==> config.mk <==
export PLATFORM = sky130hd
export DESIGN_NAME = ovl_access_decoder
export DESIGN_NICKNAME = d
export VERILOG_FILES = /design/src/rtl/ovl_pkg.sv /design/src/rtl/ovl_region_tracker.sv /design/src/rtl/ovl_target_classify.sv /design/src/rtl/ovl_route_table.sv /design/src/rtl/ovl_access_decoder.sv
export SDC_FILE = /design/constraint.sdc
export NUM_CORES = 1
export LEC_CHECK = 0
export BUFFER_PORTS_ARGS = -buffer_cell sky130_fd_sc_hd__buf_2
export CORE_AREA = 2 2 39 41
export CTS_CLUSTER_DIAMETER = 40
export DETAILED_ROUTE_END_ITERATION = 8
export DIE_AREA = 0 0 41 43
export GPL_TIMING_DRIVEN = 0
export PLACE_DENSITY = 0.59
export SLEW_MARGIN = 20
export SYNTH_ARGS = -nofsm -noshare
export SYNTH_HDL_FRONTEND = slang
export SYNTH_SLANG_ARGS = --single-unit
==> constraint.sdc <==
create_clock -name clk -period 1.5 [get_ports clk]
set_input_delay 0.15 -clock clk [delete_from_list [all_inputs] [get_ports clk]]
set_output_delay 0.15 -clock clk [all_outputs]
set_load 0.005 [all_outputs]
==> src/rtl/ovl_pkg.sv <==
package ovl_pkg;

    typedef enum logic [1:0] {
        MODE_ROM  = 2'd0,
        MODE_MIX  = 2'd1,
        MODE_RAM  = 2'd2,
        MODE_RSVD = 2'd3
    } ovl_mode_e;

    typedef enum logic {
        EXEC_LOW  = 1'b0,
        EXEC_HIGH = 1'b1
    } ovl_region_e;

    typedef enum logic [1:0] {
        TGT_BELOW  = 2'd0,
        TGT_WINDOW = 2'd1,
        TGT_IO     = 2'd2,
        TGT_TOP    = 2'd3
    } ovl_tgt_e;

    typedef struct packed {
        logic rom;
        logic ram;
        logic bank;
        logic we;
        logic ctl;
    } ovl_route_t;

endpackage

==> src/rtl/ovl_region_tracker.sv <==
module ovl_region_tracker
    import ovl_pkg::*;
(
    input  logic        clk,
    input  logic        rst_n,
    input  logic        sync,
    input  logic [1:0]  addr_top,
    output ovl_region_e region
);

    ovl_region_e state_q;
    ovl_region_e state_d;
    ovl_region_e fetch_region;

    // Region named by the address of the current fetch
    always_comb begin
        fetch_region = (addr_top == 2'b11) ? EXEC_HIGH : EXEC_LOW;
    end

    always_ff @(posedge clk or negedge rst_n) begin
        if (!rst_n) begin
            state_q <= EXEC_LOW;
        end else begin
            state_q <= state_d;
        end
    end

    // FETCH_LOW / FETCH_HIGH on sync, HOLD otherwise
    always_comb begin
        state_d = state_q;
        unique case (state_q)
            EXEC_LOW: begin
                if (sync && fetch_region == EXEC_HIGH) begin
                    state_d = EXEC_HIGH;
                end
            end
            EXEC_HIGH: begin
                if (sync && fetch_region == EXEC_LOW) begin
                    state_d = EXEC_LOW;
                end
            end
        endcase
    end

    // A fetch cycle is routed by its own address
    always_comb begin
        region = sync ? fetch_region : state_q;
    end

endmodule

==> src/rtl/ovl_target_classify.sv <==
module ovl_target_classify
    import ovl_pkg::*;
#(
    parameter int ADDR_W = 16,
    parameter int PAGE_W = 8
) (
    input  logic [ADDR_W-PAGE_W-1:0] page,
    output ovl_tgt_e                 tgt
);

    localparam int PG_W = ADDR_W - PAGE_W;
    localparam logic [PG_W-1:0] PAGE_TOP = '1;
    localparam logic [PG_W-1:0] PAGE_IO_LO = PAGE_TOP - PG_W'(3);

    always_comb begin
        if (page[PG_W-1 -: 2] != 2'b11) begin
            tgt = TGT_BELOW;
        end else if (page == PAGE_TOP) begin
            tgt = TGT_TOP;
        end else if (page >= PAGE_IO_LO) begin
            tgt = TGT_IO;
        end else begin
            tgt = TGT_WINDOW;
        end
    end

endmodule

==> src/rtl/ovl_route_table.sv <==
module ovl_route_table
    import ovl_pkg::*;
(
    input  ovl_tgt_e    tgt,
    input  ovl_mode_e   mode,
    input  ovl_region_e region,
    input  logic        rnw,
    input  logic        sync,
    input  logic        bank_rd,
    input  logic        bank_wr,
    input  logic        bank_ex,
    output ovl_route_t  route
);

    always_comb begin
        route = '0;
        unique case (tgt)
            TGT_BELOW, TGT_IO: begin
                route = '0;
            end
            TGT_WINDOW: begin
                unique case (mode)
                    MODE_MIX: begin
                        if (region == EXEC_LOW) begin
                            route.ram  = 1'b1;
                            route.we   = !rnw;
                            route.bank = rnw ? bank_rd : bank_wr;
                        end else if (rnw) begin
                            route.rom = 1'b1;
                        end
                    end
                    MODE_RAM: begin
                        route.ram  = 1'b1;
                        route.we   = !rnw;
                        if (!rnw) begin
                            route.bank = bank_wr;
                        end else begin
                            route.bank = sync ? bank_ex : bank_rd;
                        end
                    end
                    MODE_ROM, MODE_RSVD: begin
                        route.rom = rnw;
                    end
                endcase
            end
            TGT_TOP: begin
                if (!rnw && region == EXEC_LOW) begin
                    route.ctl = 1'b1;
                end else if (mode == MODE_RAM) begin
                    route.ram = 1'b1;
                    route.we  = !rnw;
                    if (!rnw) begin
                        route.bank = bank_wr;
                    end else begin
                        route.bank = (region == EXEC_LOW) ? bank_ex : bank_rd;
                    end
                end else begin
                    route.rom = rnw;
                end
            end
        endcase
    end

endmodule

==> src/rtl/ovl_access_decoder.sv <==
module ovl_access_decoder
    import ovl_pkg::*;
#(
    parameter int ADDR_W = 16,
    parameter int PAGE_W = 8,
    parameter int CMD_W  = 4
) (
    input  logic              clk,
    input  logic              rst_n,
    input  logic [ADDR_W-1:0] addr,
    input  logic              rnw,
    input  logic              sync,
    input  logic [CMD_W-1:0]  data_lo,
    input  logic [1:0]        mode,
    input  logic              bank_rd,
    input  logic              bank_wr,
    input  logic              bank_ex,
    output logic              rom_sel,
    output logic              ram_sel,
    output logic              ram_bank,
    output logic              ram_we,
    output logic              ctl_we,
    output logic [CMD_W-1:0]  ctl_cmd
);

    localparam int PG_W = ADDR_W - PAGE_W;

    ovl_region_e region;
    ovl_tgt_e    tgt;
    ovl_route_t  route;
    ovl_mode_e   mode_e;

    always_comb begin
        mode_e = ovl_mode_e'(mode);
    end

    ovl_region_tracker u_region (
        .clk      (clk),
        .rst_n    (rst_n),
        .sync     (sync),
        .addr_top (addr[ADDR_W-1 -: 2]),
        .region   (region)
    );

    ovl_target_classify #(
        .ADDR_W (ADDR_W),
        .PAGE_W (PAGE_W)
    ) u_classify (
        .page (addr[ADDR_W-1 -: PG_W]),
        .tgt  (tgt)
    );

    ovl_route_table u_route (
        .tgt     (tgt),
        .mode    (mode_e),
        .region  (region),
        .rnw     (rnw),
        .sync    (sync),
        .bank_rd (bank_rd),
        .bank_wr (bank_wr),
        .bank_ex (bank_ex),
        .route   (route)
    );

    always_comb begin
        rom_sel  = route.rom;
        ram_sel  = route.ram;
        ram_bank = route.bank;
        ram_we   = route.we;
        ctl_we   = route.ctl;
        ctl_cmd  = route.ctl ? data_lo : '0;
    end

endmodule

* Word level (Yosys, flattened, before mapping)
Cells that the tools add are included.
** Word-level totals
- Input port bits :: 29
- Register bits after elaboration :: 1
- Output and inout bits :: 9
** Operators by class
- Reduce and logical (&&, ||, !) cells :: 8
- Equal/unequal tests :: 9
- Order comparisons :: 1
- Bitwise operators :: 3
- Muxes and demuxes :: 25
** Operator list (number)
- two-way mux 1 bit :: 14
- case mux 4 bit (3 select lines) :: 1
- equality test 2 bit, second input constant :: 5
- equality test 8 bit, second input constant :: 1
- >= comparator 8 bit, second input constant :: 1
- two-way mux 4 bit :: 2
- two-way mux 2 bit :: 3
- two-way mux 3 bit :: 2
- case mux 3 bit (2 select lines) :: 1
- equality test 2 x 1 -> 1 bit, second input constant :: 2
- zero test 2 bit :: 2
- case mux 1 bit (2 select lines) :: 2
- OR reduction 2 bit :: 2
- logical AND 1 bit :: 3
- inverter 1 bit :: 3
- != test 2 bit, second input constant :: 1
- zero test 1 bit :: 1

* Longest topological paths before layout
Gate-level depths: netlist of the first run.
- Depth after elaboration :: 8
- Depth in mapped cells :: 6

* By module
Synthesis of the first run repeated with hierarchy kept, for this count alone.
** Second synthesis, totals
- Cell total of the unflattened synthesis :: 40
- Area, all modules :: 316.6 µm²
** Modules (own cells, without submodules)
- ovl_route_table :: area each 215.2 µm², sequential area each 0.0 µm², instances 1, cells an instance 27
- ovl_region_tracker :: area each 38.8 µm², sequential area each 25.0 µm², instances 1, cells an instance 4
- ovl_target_classify :: area each 37.5 µm², sequential area each 0.0 µm², instances 1, cells an instance 5
- ovl_access_decoder :: area each 25.0 µm², sequential area each 0.0 µm², instances 1, cells an instance 4

* Least setup slack after synthesis of the first run
No wires, ideal clock.
- Path type :: input-to-output
- Start :: in mode[0]
- End :: out ram_we
- Slack :: 0.152 ns
- Stages on the path :: 5
- Arrival time :: 1.198 ns
- Cell sequence :: inv_1 -> ha_1 -> or3_1 -> or2_1 -> a21oi_2
** Between the ends
- Cells in the longest elaborated chain, start to end :: 4
- Elaborated cells between the ends (all ways) :: 6
- Those cells by class :: eq/ne (2); mux (4)
** Ends and longest elaborated chain
- start: declaration :: line ovl_access_decoder.sv:14 : input logic [1:0] mode,
- equality test 2 bit :: line ovl_route_table.sv:22, ovl_route_table.sv:49
- two-way mux 3 bit :: line ovl_route_table.sv:49 : end else if (mode == MODE_RAM) begin
- two-way mux 4 bit :: line ovl_route_table.sv:47 : if (!rnw && region == EXEC_LOW) begin
- case mux 4 bit (3 select lines) (*) :: line ovl_route_table.sv:17 : unique case (tgt)
- end: declaration :: line ovl_access_decoder.sv:21 : output logic ram_we,
Every way passes the cells marked *; elsewhere a longest branch is shown, timed or not.

* Worst setup path after layout of the first run
Ends and elaborated chain as after synthesis.

==> flow_results.xml, run 1 <==
<?xml version="1.0" encoding="UTF-8"?>
<metrics>
  <group name="outcome">
    <metric name="status" unit="">complete, but fails checks</metric>
    <metric name="violations" unit="">setup timing</metric>
  </group>
  <group name="route">
    <metric name="vias" unit="">416</metric>
    <metric name="detail_route.first_pass.iterations" unit="">4</metric>
    <metric name="wl_per_cell" unit="um">8.85</metric>
    <metric name="drt-initial-drc-count" unit="">2</metric>
    <metric name="final_antenna_net_count" unit="">0</metric>
    <metric name="routed_wirelength" unit="um">788</metric>
    <metric name="route.detailed.drc" unit="">0</metric>
    <metric name="route.detailed.vias_per_inst" unit="">4.67</metric>
  </group>
  <group name="die">
    <metric name="initial_utilization" unit="%">22.2</metric>
    <metric name="ioPinCount" unit="">38</metric>
    <metric name="core_area" unit="um2">1380</metric>
    <metric name="placement_rows" unit="">14</metric>
    <metric name="die_x" unit="um">41</metric>
    <metric name="die_h" unit="um">43</metric>
    <metric name="die-area" unit="um2">1760</metric>
  </group>
  <group name="synthesis">
    <metric name="ys_dominant_reg_cell" unit="">sky130_fd_sc_hd__dfrtp_1</metric>
    <metric name="netlist_top_cells_area" unit="">sky130_fd_sc_hd__and2_1, sky130_fd_sc_hd__dfrtp_1, sky130_fd_sc_hd__ha_1, sky130_fd_sc_hd__o21ai_0, sky130_fd_sc_hd__nand2_1</metric>
    <metric name="synth-warning-count" unit="">0</metric>
    <metric name="postSynthNetCount" unit="">74</metric>
    <metric name="synth_common_cells" unit="">sky130_fd_sc_hd__nand2_1, sky130_fd_sc_hd__and2_1, sky130_fd_sc_hd__o21ai_0</metric>
    <metric name="synthesis.area" unit="um2">307</metric>
    <metric name="post_synth_inst_count" unit="">43</metric>
    <metric name="netlist-cell-type-count" unit="">26</metric>
    <metric name="synth_seq_cells" unit="">1</metric>
    <metric name="postSynth.asyncResetShare" unit="%">100</metric>
    <metric name="synth.largest_area_cell" unit="">sky130_fd_sc_hd__and2_1</metric>
    <metric name="post-synth-top-count-cell" unit="">sky130_fd_sc_hd__nand2_1</metric>
    <metric name="postSynthAreaPerCell" unit="um2">7.13</metric>
    <metric name="post_synth_edffs" unit="">0</metric>
    <metric name="yosysTopAreaCellShare" unit="%">8.16</metric>
    <metric name="synth.yosys.seq_area_share" unit="%">8.16</metric>
  </group>
  <group name="sta">
    <metric name="period_minus_slack" unit="ns">1.51</metric>
    <metric name="totalNegativeSetupSlack" unit="ns">-0.00934</metric>
    <metric name="tightestPinTransition" unit="ns">0.246</metric>
    <metric name="min_period_over_period" unit="%">101</metric>
    <metric name="final_hold_viol_count" unit="">0</metric>
    <metric name="max_freq" unit="MHz">663</metric>
    <metric name="fin_skew" unit="ns">0</metric>
    <metric name="worst_hold_slack" unit="ns">0.461</metric>
    <metric name="report.final.slew_viol_count" unit="">0</metric>
    <metric name="relative_slew_slack" unit="%">83.4</metric>
    <metric name="final.setup.worst_slack" unit="ns">-0.00934</metric>
    <metric name="timing.final.setup_violations" unit="">1</metric>
    <metric name="rsz0062_at_grt" unit="">yes</metric>
  </group>
  <group name="critical_path">
    <metric name="cpMaxStageDelayCell" unit="">sky130_fd_sc_hd__or3_4</metric>
    <metric name="crit_path_cell_trace" unit="">buf_8 &gt; inv_4 &gt; ha_4 &gt; or3_4 &gt; or2_4 &gt; a21oi_2 &gt; buf_2</metric>
    <metric name="timing.critical_path.max_delay_family" unit="">simple AND/OR/NAND/NOR gates</metric>
    <metric name="cpPeakStageDelay" unit="ns">0.38</metric>
    <metric name="timing.critical_path.buf_inv" unit="">3</metric>
    <metric name="critPathArrivalTime" unit="ns">1.36</metric>
    <metric name="kind_of_start_point_of_the_critical_path" unit="">input port</metric>
    <metric name="worstPathRequired" unit="ns">1.35</metric>
    <metric name="crit_path_end_kind" unit="">output pin</metric>
    <metric name="worst-setup-path-type" unit="">in2out</metric>
    <metric name="critPathMaxFanout" unit="">2</metric>
  </group>
  <group name="pwr">
    <metric name="peakVddDrop" unit="mV">0.197</metric>
    <metric name="seq_power_share" unit="%">23.5</metric>
    <metric name="pwr-share-comb" unit="%">76.5</metric>
    <metric name="power_density" unit="nW/um2">247</metric>
    <metric name="power.static_leakage" unit="nW">0.276</metric>
    <metric name="clockPowerShare" unit="%">0</metric>
    <metric name="power_report.internal_total" unit="mW">0.0834</metric>
    <metric name="power.net_switching" unit="mW">0.0459</metric>
    <metric name="sw_frac_of_total" unit="%">35.5</metric>
  </group>
  <group name="worst_hold_path">
    <metric name="hold_path.class" unit="">in2async</metric>
  </group>
  <group name="placement">
    <metric name="preCtsSetupSlack" unit="ns">-0.0863</metric>
    <metric name="gp_congestion" unit="">0.730</metric>
    <metric name="numPlacedInstances" unit="">87</metric>
    <metric name="place_hpwl" unit="um">707</metric>
    <metric name="io_buffers" unit="">28</metric>
  </group>
  <group name="global_route">
    <metric name="first_pass_grt_wire_length" unit="mm">1.27</metric>
    <metric name="grt_util_all_layers" unit="%">9.51</metric>
    <metric name="gr-total-overflow" unit="">0</metric>
    <metric name="number_of_antenna_violations_at_the_first_check_in_global_routing" unit="">0</metric>
    <metric name="grt_max_degree" unit="">10</metric>
    <metric name="grt_pass1_vias" unit="">345</metric>
  </group>
  <group name="final_layout">
    <metric name="final_cells" unit="">89</metric>
    <metric name="diodes" unit="">0</metric>
    <metric name="areaGrowthSynthToFinish" unit="%">71.0</metric>
    <metric name="nNetsFinal" unit="">106</metric>
    <metric name="layout-drive-gt1-share" unit="%">57.5</metric>
  </group>
  <group name="clock_tree">
    <metric name="cts.clk_slew.worst_paths" unit="ns">0</metric>
    <metric name="worstSkewPairLatency" unit="ns">0</metric>
  </group>
  <group name="flow_run">
    <metric name="maxCapViolCount" unit="">0</metric>
  </group>
</metrics>
[cells by family (layout without fill, tap and decap cells)]
kind of cell | Yosys count | after routing | share of synthesized area (%)
mux | 2 | 2 | 6.94
buf+inv | 5 | 35 | 6.53
simple gates | 22 | 22 | 47.4
flops | 1 | 1 | 8.16
fa+ha+maj | 2 | 2 | 8.16
compound gates | 11 | 11 | 22.9
[per-layer routing]
layer  track usage [%]  up-vias  wire length [um]
li1                  -      215                 -
met1              11.1      180               297
met2              17.8       21               384
met3              1.57        0               106
met4                 0        0                 0
met5                 0        -                 0
[what timing repair did]
action,in CTS,in global routing
pin swaps,3,4
endpoints found under the hold margin,1,0
setup endpoints to repair,2,3
setup buffers,1,0
gates resized for setup,0,8
hold buffers,1,0
[layout by cell type (no fill, tap or decap)]
| cell | n |
|---|---|
| sky130_fd_sc_hd__nand2b_1 | 1 |
| sky130_fd_sc_hd__buf_4 | 1 |
| sky130_fd_sc_hd__buf_2 | 28 |
| sky130_fd_sc_hd__mux2i_1 | 1 |
| sky130_fd_sc_hd__inv_1 | 2 |
| sky130_fd_sc_hd__buf_8 | 1 |
| sky130_fd_sc_hd__o211a_1 | 1 |
| sky130_fd_sc_hd__mux2_2 | 1 |
| sky130_fd_sc_hd__nor4b_1 | 1 |
| sky130_fd_sc_hd__nor3b_4 | 1 |
| sky130_fd_sc_hd__inv_2 | 1 |
| sky130_fd_sc_hd__dfrtp_1 | 1 |
| sky130_fd_sc_hd__a21oi_1 | 2 |
| sky130_fd_sc_hd__ha_4 | 1 |
| sky130_fd_sc_hd__nor2_1 | 1 |
| sky130_fd_sc_hd__nor3_2 | 1 |
| sky130_fd_sc_hd__o21ai_0 | 4 |
| sky130_fd_sc_hd__and4_4 | 1 |
| sky130_fd_sc_hd__ha_1 | 1 |
| sky130_fd_sc_hd__and2_4 | 1 |
| sky130_fd_sc_hd__or2_4 | 1 |
| sky130_fd_sc_hd__nand4_1 | 1 |
| sky130_fd_sc_hd__nand2_1 | 5 |
| sky130_fd_sc_hd__and2_1 | 4 |
| sky130_fd_sc_hd__a21oi_2 | 1 |
| sky130_fd_sc_hd__dlygate4sd3_1 | 1 |
| sky130_fd_sc_hd__inv_4 | 1 |
| sky130_fd_sc_hd__nand3_1 | 3 |
| sky130_fd_sc_hd__a31oi_1 | 2 |
| sky130_fd_sc_hd__o32ai_2 | 1 |
| sky130_fd_sc_hd__or3_4 | 1 |
[final timing paths]
kind | from | endpoint | slack [ns] | cells after the start
max reg2reg | register | register | 0.68 | 3
max in group asynchronous | rst_n | asynchronous set/reset pin | 0.95 | 2
min reg2reg | register | register | 0.75 | 3
min in group clk | data_lo[3] | ctl_cmd[3] | 0.57 | 3
max | mode[0] | ram_we | -0.009 | 7
min | rst_n | asynchronous set/reset pin | 0.46 | 2
[power groups by stage]
stage / registers (mW) / clock network [mW] / logic, mW
2_1_floorplan: 0.0303 / 0 / 0.0450
5_1_grt: 0.0306 / 0 / 0.111
6_report: 0.0304 / 0 / 0.0989
3_5_place_dp: 0.0304 / 0 / 0.0835
3_3_place_gp: 0.0304 / 0 / 0.0826
4_1_cts: 0.0304 / 0 / 0.0875
[stage by stage]
stage                     util (%)  cell area (um2)  power [mW]
after floorplan                  -              307      0.0752
after global placement        33.7              467       0.113
after detailed placement      33.7              467       0.114
after CTS                     35.0              484       0.118
after global routing          37.9              524       0.142
final                         37.9              524       0.129
[final cells by class]
class / count / area [um2]
multi-input cells: 37 / 289
flip-flops and latches: 1 / 25.0
well taps: 16 / 20.0
repair buffers: 30 / 168
inverters: 4 / 17.5
plain buffers: 1 / 5.00
fillers: 153 / 860
Note: power is estimated with default switching activity, not from simulation.
==> run 2, diff against run 1 <==
clock period = 1.7 ns   (was 1.5 ns; I/O delays follow)
==> flow_results.xml, run 2 (synthesis gave the netlist of run 1 again) <==
<?xml version="1.0" encoding="UTF-8"?>
<metrics>
  <group name="outcome">
    <metric name="status" unit="">completed</metric>
  </group>
  <group name="critical_path">
    <metric name="worst-setup-path-type" unit="">in2out</metric>
    <metric name="crit_path_cell_trace" unit="">buf_2 &gt; inv_1 &gt; ha_1 &gt; or3_1 &gt; or2_1 &gt; a21oi_2 &gt; buf_2</metric>
    <metric name="critical_path.most_common_cell" unit="">sky130_fd_sc_hd__buf_2</metric>
    <metric name="timing.critical_path.buf_inv" unit="">3</metric>
    <metric name="timing.critical_path.max_delay_family" unit="">simple AND/OR/NAND/NOR gates</metric>
    <metric name="critPathArrivalTime" unit="ns">1.43</metric>
    <metric name="reg2reg_setup_slack" unit="ns">0.88</metric>
    <metric name="cpPeakStageDelay" unit="ns">0.38</metric>
    <metric name="crit_path_end_kind" unit="">output pin</metric>
    <metric name="critPathMaxFanout" unit="">2</metric>
    <metric name="worstPathRequired" unit="ns">1.53</metric>
    <metric name="kind_of_start_point_of_the_critical_path" unit="">input port</metric>
    <metric name="rr_worst_depth" unit="">3</metric>
    <metric name="cpMaxStageDelayCell" unit="">sky130_fd_sc_hd__or3_1</metric>
    <metric name="timing.critical_path.from" unit="">mode[0]</metric>
  </group>
  <group name="placement">
    <metric name="io_buffers" unit="">28</metric>
    <metric name="gp_congestion" unit="">0.730</metric>
    <metric name="numPlacedInstances" unit="">87</metric>
    <metric name="place_hpwl" unit="um">707</metric>
  </group>
  <group name="pwr">
    <metric name="power.net_switching" unit="mW">0.0365</metric>
    <metric name="clockPowerShare" unit="%">0</metric>
    <metric name="sw_frac_of_total" unit="%">36.1</metric>
    <metric name="report.power.total" unit="mW">0.101</metric>
    <metric name="power.static_leakage" unit="nW">0.264</metric>
    <metric name="power_report.internal_total" unit="mW">0.0648</metric>
    <metric name="power_density" unit="nW/um2">213</metric>
    <metric name="pwr-share-comb" unit="%">73.5</metric>
    <metric name="seq_power_share" unit="%">26.5</metric>
    <metric name="peakVddDrop" unit="mV">0.172</metric>
  </group>
  <group name="clock_tree">
    <metric name="post-cts-setup-buffer-count" unit="">0</metric>
    <metric name="cts.clk_slew.worst_paths" unit="ns">0</metric>
    <metric name="cts_repair_resize_count" unit="">0</metric>
    <metric name="worstSkewPairLatency" unit="ns">0</metric>
  </group>
  <group name="final_layout">
    <metric name="layout_commonest_cell" unit="">sky130_fd_sc_hd__buf_2</metric>
    <metric name="utilization" unit="%">34.4</metric>
    <metric name="areaGrowthSynthToFinish" unit="%">55.5</metric>
    <metric name="nNetsFinal" unit="">105</metric>
    <metric name="layout-drive-gt1-share" unit="%">50.0</metric>
    <metric name="final_cell_mix" unit="">sky130_fd_sc_hd__buf_2, sky130_fd_sc_hd__nand2_1, sky130_fd_sc_hd__o21ai_0, sky130_fd_sc_hd__and2_1</metric>
    <metric name="diodes" unit="">0</metric>
    <metric name="final_cells" unit="">88</metric>
  </group>
  <group name="sta">
    <metric name="tightestPinTransition" unit="ns">0.246</metric>
    <metric name="fin_skew" unit="ns">0</metric>
    <metric name="timing.final.setup_violations" unit="">0</metric>
    <metric name="period_minus_slack" unit="ns">1.60</metric>
    <metric name="min_period_over_period" unit="%">93.8</metric>
    <metric name="relative_slew_slack" unit="%">83.4</metric>
    <metric name="max_freq" unit="MHz">627</metric>
    <metric name="rsz0062_at_grt" unit="">no</metric>
    <metric name="totalNegativeSetupSlack" unit="ns">0</metric>
    <metric name="report.final.slew_viol_count" unit="">0</metric>
    <metric name="final_hold_viol_count" unit="">0</metric>
  </group>
  <group name="route">
    <metric name="routed_wirelength" unit="um">771</metric>
    <metric name="drt-initial-drc-count" unit="">2</metric>
    <metric name="route.detailed.drc" unit="">0</metric>
    <metric name="final_antenna_net_count" unit="">0</metric>
    <metric name="wl_per_cell" unit="um">8.76</metric>
    <metric name="vias" unit="">407</metric>
    <metric name="detail_route.first_pass.iterations" unit="">4</metric>
    <metric name="route.detailed.vias_per_inst" unit="">4.63</metric>
  </group>
  <group name="global_route">
    <metric name="number_of_antenna_violations_at_the_first_check_in_global_routing" unit="">0</metric>
    <metric name="first_pass_grt_wire_length" unit="mm">1.24</metric>
    <metric name="gr-total-overflow" unit="">0</metric>
    <metric name="grt_max_degree" unit="">10</metric>
    <metric name="grt_util_all_layers" unit="%">9.31</metric>
    <metric name="grt_pass1_vias" unit="">335</metric>
  </group>
  <group name="die">
    <metric name="initial_utilization" unit="%">22.2</metric>
    <metric name="die_x" unit="um">41</metric>
    <metric name="placement_rows" unit="">14</metric>
    <metric name="die_h" unit="um">43</metric>
    <metric name="core_area" unit="um2">1380</metric>
    <metric name="die-area" unit="um2">1760</metric>
    <metric name="ioPinCount" unit="">38</metric>
  </group>
  <group name="flow_run">
    <metric name="maxCapViolCount" unit="">0</metric>
  </group>
  <group name="worst_hold_path">
    <metric name="hold_path.class" unit="">in2async</metric>
  </group>
</metrics>
-- run 2: worst max-delay path by stage --
stage          slack, ns  endpoint  cells past startpoint
3_3_place_gp        0.07    ram_we                      7
3_5_place_dp        0.07    ram_we                      7
4_1_cts             0.07    ram_we                      7
5_1_grt             0.01    ram_we                      7
6_report            0.10    ram_we                      7
2_1_floorplan       0.31    ram_we                      5
-- run 2: final cells by class --
cell class / count / area, um2
Tap cell: 16 / 20.0
Fill cell: 155 / 907
Buffer: 1 / 5.00
Timing Repair Buffer: 29 / 150
Multi-Input combinational cell: 37 / 262
Inverter: 4 / 15.0
Sequential cell: 1 / 25.0
-- run 2: what timing repair did --
item / CTS / global route
setup endpoints to repair: 0 / 1
hold buffers: 1 / 0
hold endpoints to repair: 1 / 0
-- run 2: worst register-to-register path, cell delays in order, from the launching register on --
cell	delay (ns)
sky130_fd_sc_hd__dfrtp_1	0.35
sky130_fd_sc_hd__nand2b_1	0.12
sky130_fd_sc_hd__and2_4	0.17
sky130_fd_sc_hd__inv_2	0.06
-- run 2: power groups by stage --
| stage | Combinational, mW | Sequential [mW] | Clock (mW) |
|---|---|---|---|
| floorplan | 0.0397 | 0.0267 | 0 |
| global placement | 0.0728 | 0.0268 | 0 |
| detailed placement | 0.0737 | 0.0268 | 0 |
| CTS | 0.0756 | 0.0268 | 0 |
| global route | 0.0857 | 0.0270 | 0 |
| finish | 0.0745 | 0.0268 | 0 |
-- run 2: metrics by stage --
stage | hold slack (ns) | cell area, um2 | setup WS, ns
finish | 0.481 | 477 | 0.105
global route | 0.504 | 477 | 0.0140
detailed placement | -0.0526 | 467 | 0.0737
global placement | -0.0544 | 467 | 0.0720
floorplan | -0.126 | 307 | 0.312
CTS | 0.481 | 477 | 0.0737
-- run 2: per-layer routing --
metal / part of all wire, % / vias up / track usage [%]
met3: 14 / 0 / 1.57
li1: - / 213 / -
met4: 0 / 0 / 0
met5: 0 / - / 0
met1: 39 / 173 / 11.1
met2: 47 / 21 / 17.2
==> run 3, diff against run 2 <==
REMOVE_ABC_BUFFERS = 1   (was unset)
==> flow_results.xml, run 3 (synthesis gave the netlist of run 1 again) <==
<?xml version="1.0" encoding="UTF-8"?>
<metrics>
  <group name="sta">
    <metric name="max_freq" unit="MHz">616</metric>
    <metric name="timing.final.setup_violations" unit="">0</metric>
    <metric name="rsz0062_at_grt" unit="">no</metric>
    <metric name="period_minus_slack" unit="ns">1.62</metric>
    <metric name="tightestPinTransition" unit="ns">0.268</metric>
    <metric name="relative_slew_slack" unit="%">81.9</metric>
    <metric name="final.setup.worst_slack" unit="ns">0.0768</metric>
    <metric name="totalNegativeSetupSlack" unit="ns">0</metric>
    <metric name="final_hold_viol_count" unit="">0</metric>
    <metric name="report.final.slew_viol_count" unit="">0</metric>
    <metric name="min_period_over_period" unit="%">95.5</metric>
    <metric name="fin_skew" unit="ns">0</metric>
  </group>
  <group name="route">
    <metric name="route.detailed.drc" unit="">0</metric>
    <metric name="detail_route.first_pass.iterations" unit="">4</metric>
    <metric name="route.detailed.vias_per_inst" unit="">4.75</metric>
    <metric name="wl_per_cell" unit="um">9.16</metric>
    <metric name="vias" unit="">418</metric>
    <metric name="final_antenna_net_count" unit="">0</metric>
    <metric name="drt-initial-drc-count" unit="">6</metric>
    <metric name="routed_wirelength" unit="um">806</metric>
  </group>
  <group name="critical_path">
    <metric name="critPathArrivalTime" unit="ns">1.45</metric>
    <metric name="kind_of_start_point_of_the_critical_path" unit="">input port</metric>
    <metric name="worst-setup-path-type" unit="">in2out</metric>
    <metric name="crit_path_end_kind" unit="">output pin</metric>
    <metric name="rr_worst_depth" unit="">3</metric>
    <metric name="worstPathRequired" unit="ns">1.53</metric>
    <metric name="critPathMaxFanout" unit="">2</metric>
  </group>
  <group name="final_layout">
    <metric name="areaGrowthSynthToFinish" unit="%">57.1</metric>
    <metric name="layout_commonest_cell" unit="">sky130_fd_sc_hd__buf_2</metric>
    <metric name="diodes" unit="">0</metric>
    <metric name="nNetsFinal" unit="">105</metric>
    <metric name="layout-drive-gt1-share" unit="%">51.4</metric>
    <metric name="final_cell_mix" unit="">sky130_fd_sc_hd__buf_2, sky130_fd_sc_hd__nand2_1, sky130_fd_sc_hd__o21ai_0, sky130_fd_sc_hd__and2_1</metric>
  </group>
  <group name="pwr">
    <metric name="power.static_leakage" unit="nW">0.266</metric>
    <metric name="peakVddDrop" unit="mV">0.190</metric>
    <metric name="report.power.total" unit="mW">0.104</metric>
    <metric name="power_density" unit="nW/um2">215</metric>
  </group>
  <group name="placement">
    <metric name="gp_congestion" unit="">0.738</metric>
    <metric name="place_hpwl" unit="um">732</metric>
    <metric name="preCtsSetupSlack" unit="ns">0.0483</metric>
    <metric name="io_buffers" unit="">29</metric>
  </group>
  <group name="die">
    <metric name="core_area" unit="um2">1380</metric>
    <metric name="die_h" unit="um">43</metric>
    <metric name="ioPinCount" unit="">38</metric>
    <metric name="placement_rows" unit="">14</metric>
    <metric name="initial_utilization" unit="%">22.2</metric>
    <metric name="die-area" unit="um2">1760</metric>
    <metric name="die_x" unit="um">41</metric>
  </group>
  <group name="global_route">
    <metric name="number_of_antenna_violations_at_the_first_check_in_global_routing" unit="">0</metric>
    <metric name="grt_util_all_layers" unit="%">9.51</metric>
    <metric name="first_pass_grt_wire_length" unit="mm">1.28</metric>
    <metric name="met1_usage" unit="%">12.1</metric>
    <metric name="groute.layer.met2.usage" unit="%">17.8</metric>
    <metric name="gr-total-overflow" unit="">0</metric>
    <metric name="grt_pass1_vias" unit="">360</metric>
    <metric name="grt_max_degree" unit="">10</metric>
    <metric name="grtUsageMet3" unit="%">0</metric>
    <metric name="grt.busiest_layer" unit="">met2</metric>
  </group>
  <group name="clock_tree">
    <metric name="cts.clk_slew.worst_paths" unit="ns">0</metric>
    <metric name="worstSkewPairLatency" unit="ns">0</metric>
  </group>
  <group name="worst_hold_path">
    <metric name="hold_path.class" unit="">in2async</metric>
  </group>
  <group name="flow_run">
    <metric name="maxCapViolCount" unit="">0</metric>
  </group>
  <group name="outcome">
    <metric name="status" unit="">completed</metric>
  </group>
</metrics>
## run 3: cell counts in the layout (fill, tap and decap cells not counted)
Identical to the previous run, type by type.
## run 3: final timing paths
path | from | endpoint | slack, ns
worst max register to register | register | register | 0.88
worst min-delay path | rst_n | asynchronous set/reset pin | 0.48
worst max-delay path | mode[0] | ram_we | 0.08
max in group asynchronous | rst_n | asynchronous set/reset pin | 1.13
min in group clk | data_lo[0] | ctl_cmd[0] | 0.60
worst min register to register | register | register | 0.74
## run 3: report_power, final
part,total (mW),internal [mW],switching (mW)
clock network,0,0,0
registers,0.0268,0.0261,0.000738
logic,0.0768,0.0399,0.0370
## run 3: metrics by stage
step                      utilization, %  hold WS, ns  instances  cell area (um2)
after floorplan                        -       -0.126         42              302
after global placement              33.7      -0.0543         87              467
after detailed placement            33.7      -0.0534         87              467
after CTS                           34.4        0.479         88              477
after global routing                34.8        0.500         88              482
final                               34.8        0.483         88              482
## run 3: what timing repair did
action | CTS | global route
setup buffers | 0 | 0
hold endpoints to repair | 1 | 0
endpoints found under the setup margin | 0 | 2
hold buffers | 1 | 0
resized for setup | 0 | 1
## run 3: per-layer routing
layer / vias to the layer above / wire (um)
li1: 217 / -
met1: 174 / 320
met2: 27 / 383
met3: 0 / 102
met4: 0 / 0
met5: - / 0
## run 3: cell type report
type | count | area [um2]
multi-input combinational | 37 | 267
sequential | 1 | 25.0
timing repair buffer | 30 | 155
inverter | 4 | 15.0
fill | 156 | 902
tap | 16 | 20.0
## run 3: critical path: stages
cell,delay [ns]
sky130_fd_sc_hd__buf_2,0.09
sky130_fd_sc_hd__inv_1,0.04
sky130_fd_sc_hd__ha_1,0.29
sky130_fd_sc_hd__or3_4,0.39
sky130_fd_sc_hd__or2_1,0.24
sky130_fd_sc_hd__a21oi_2,0.12
sky130_fd_sc_hd__buf_2,0.12
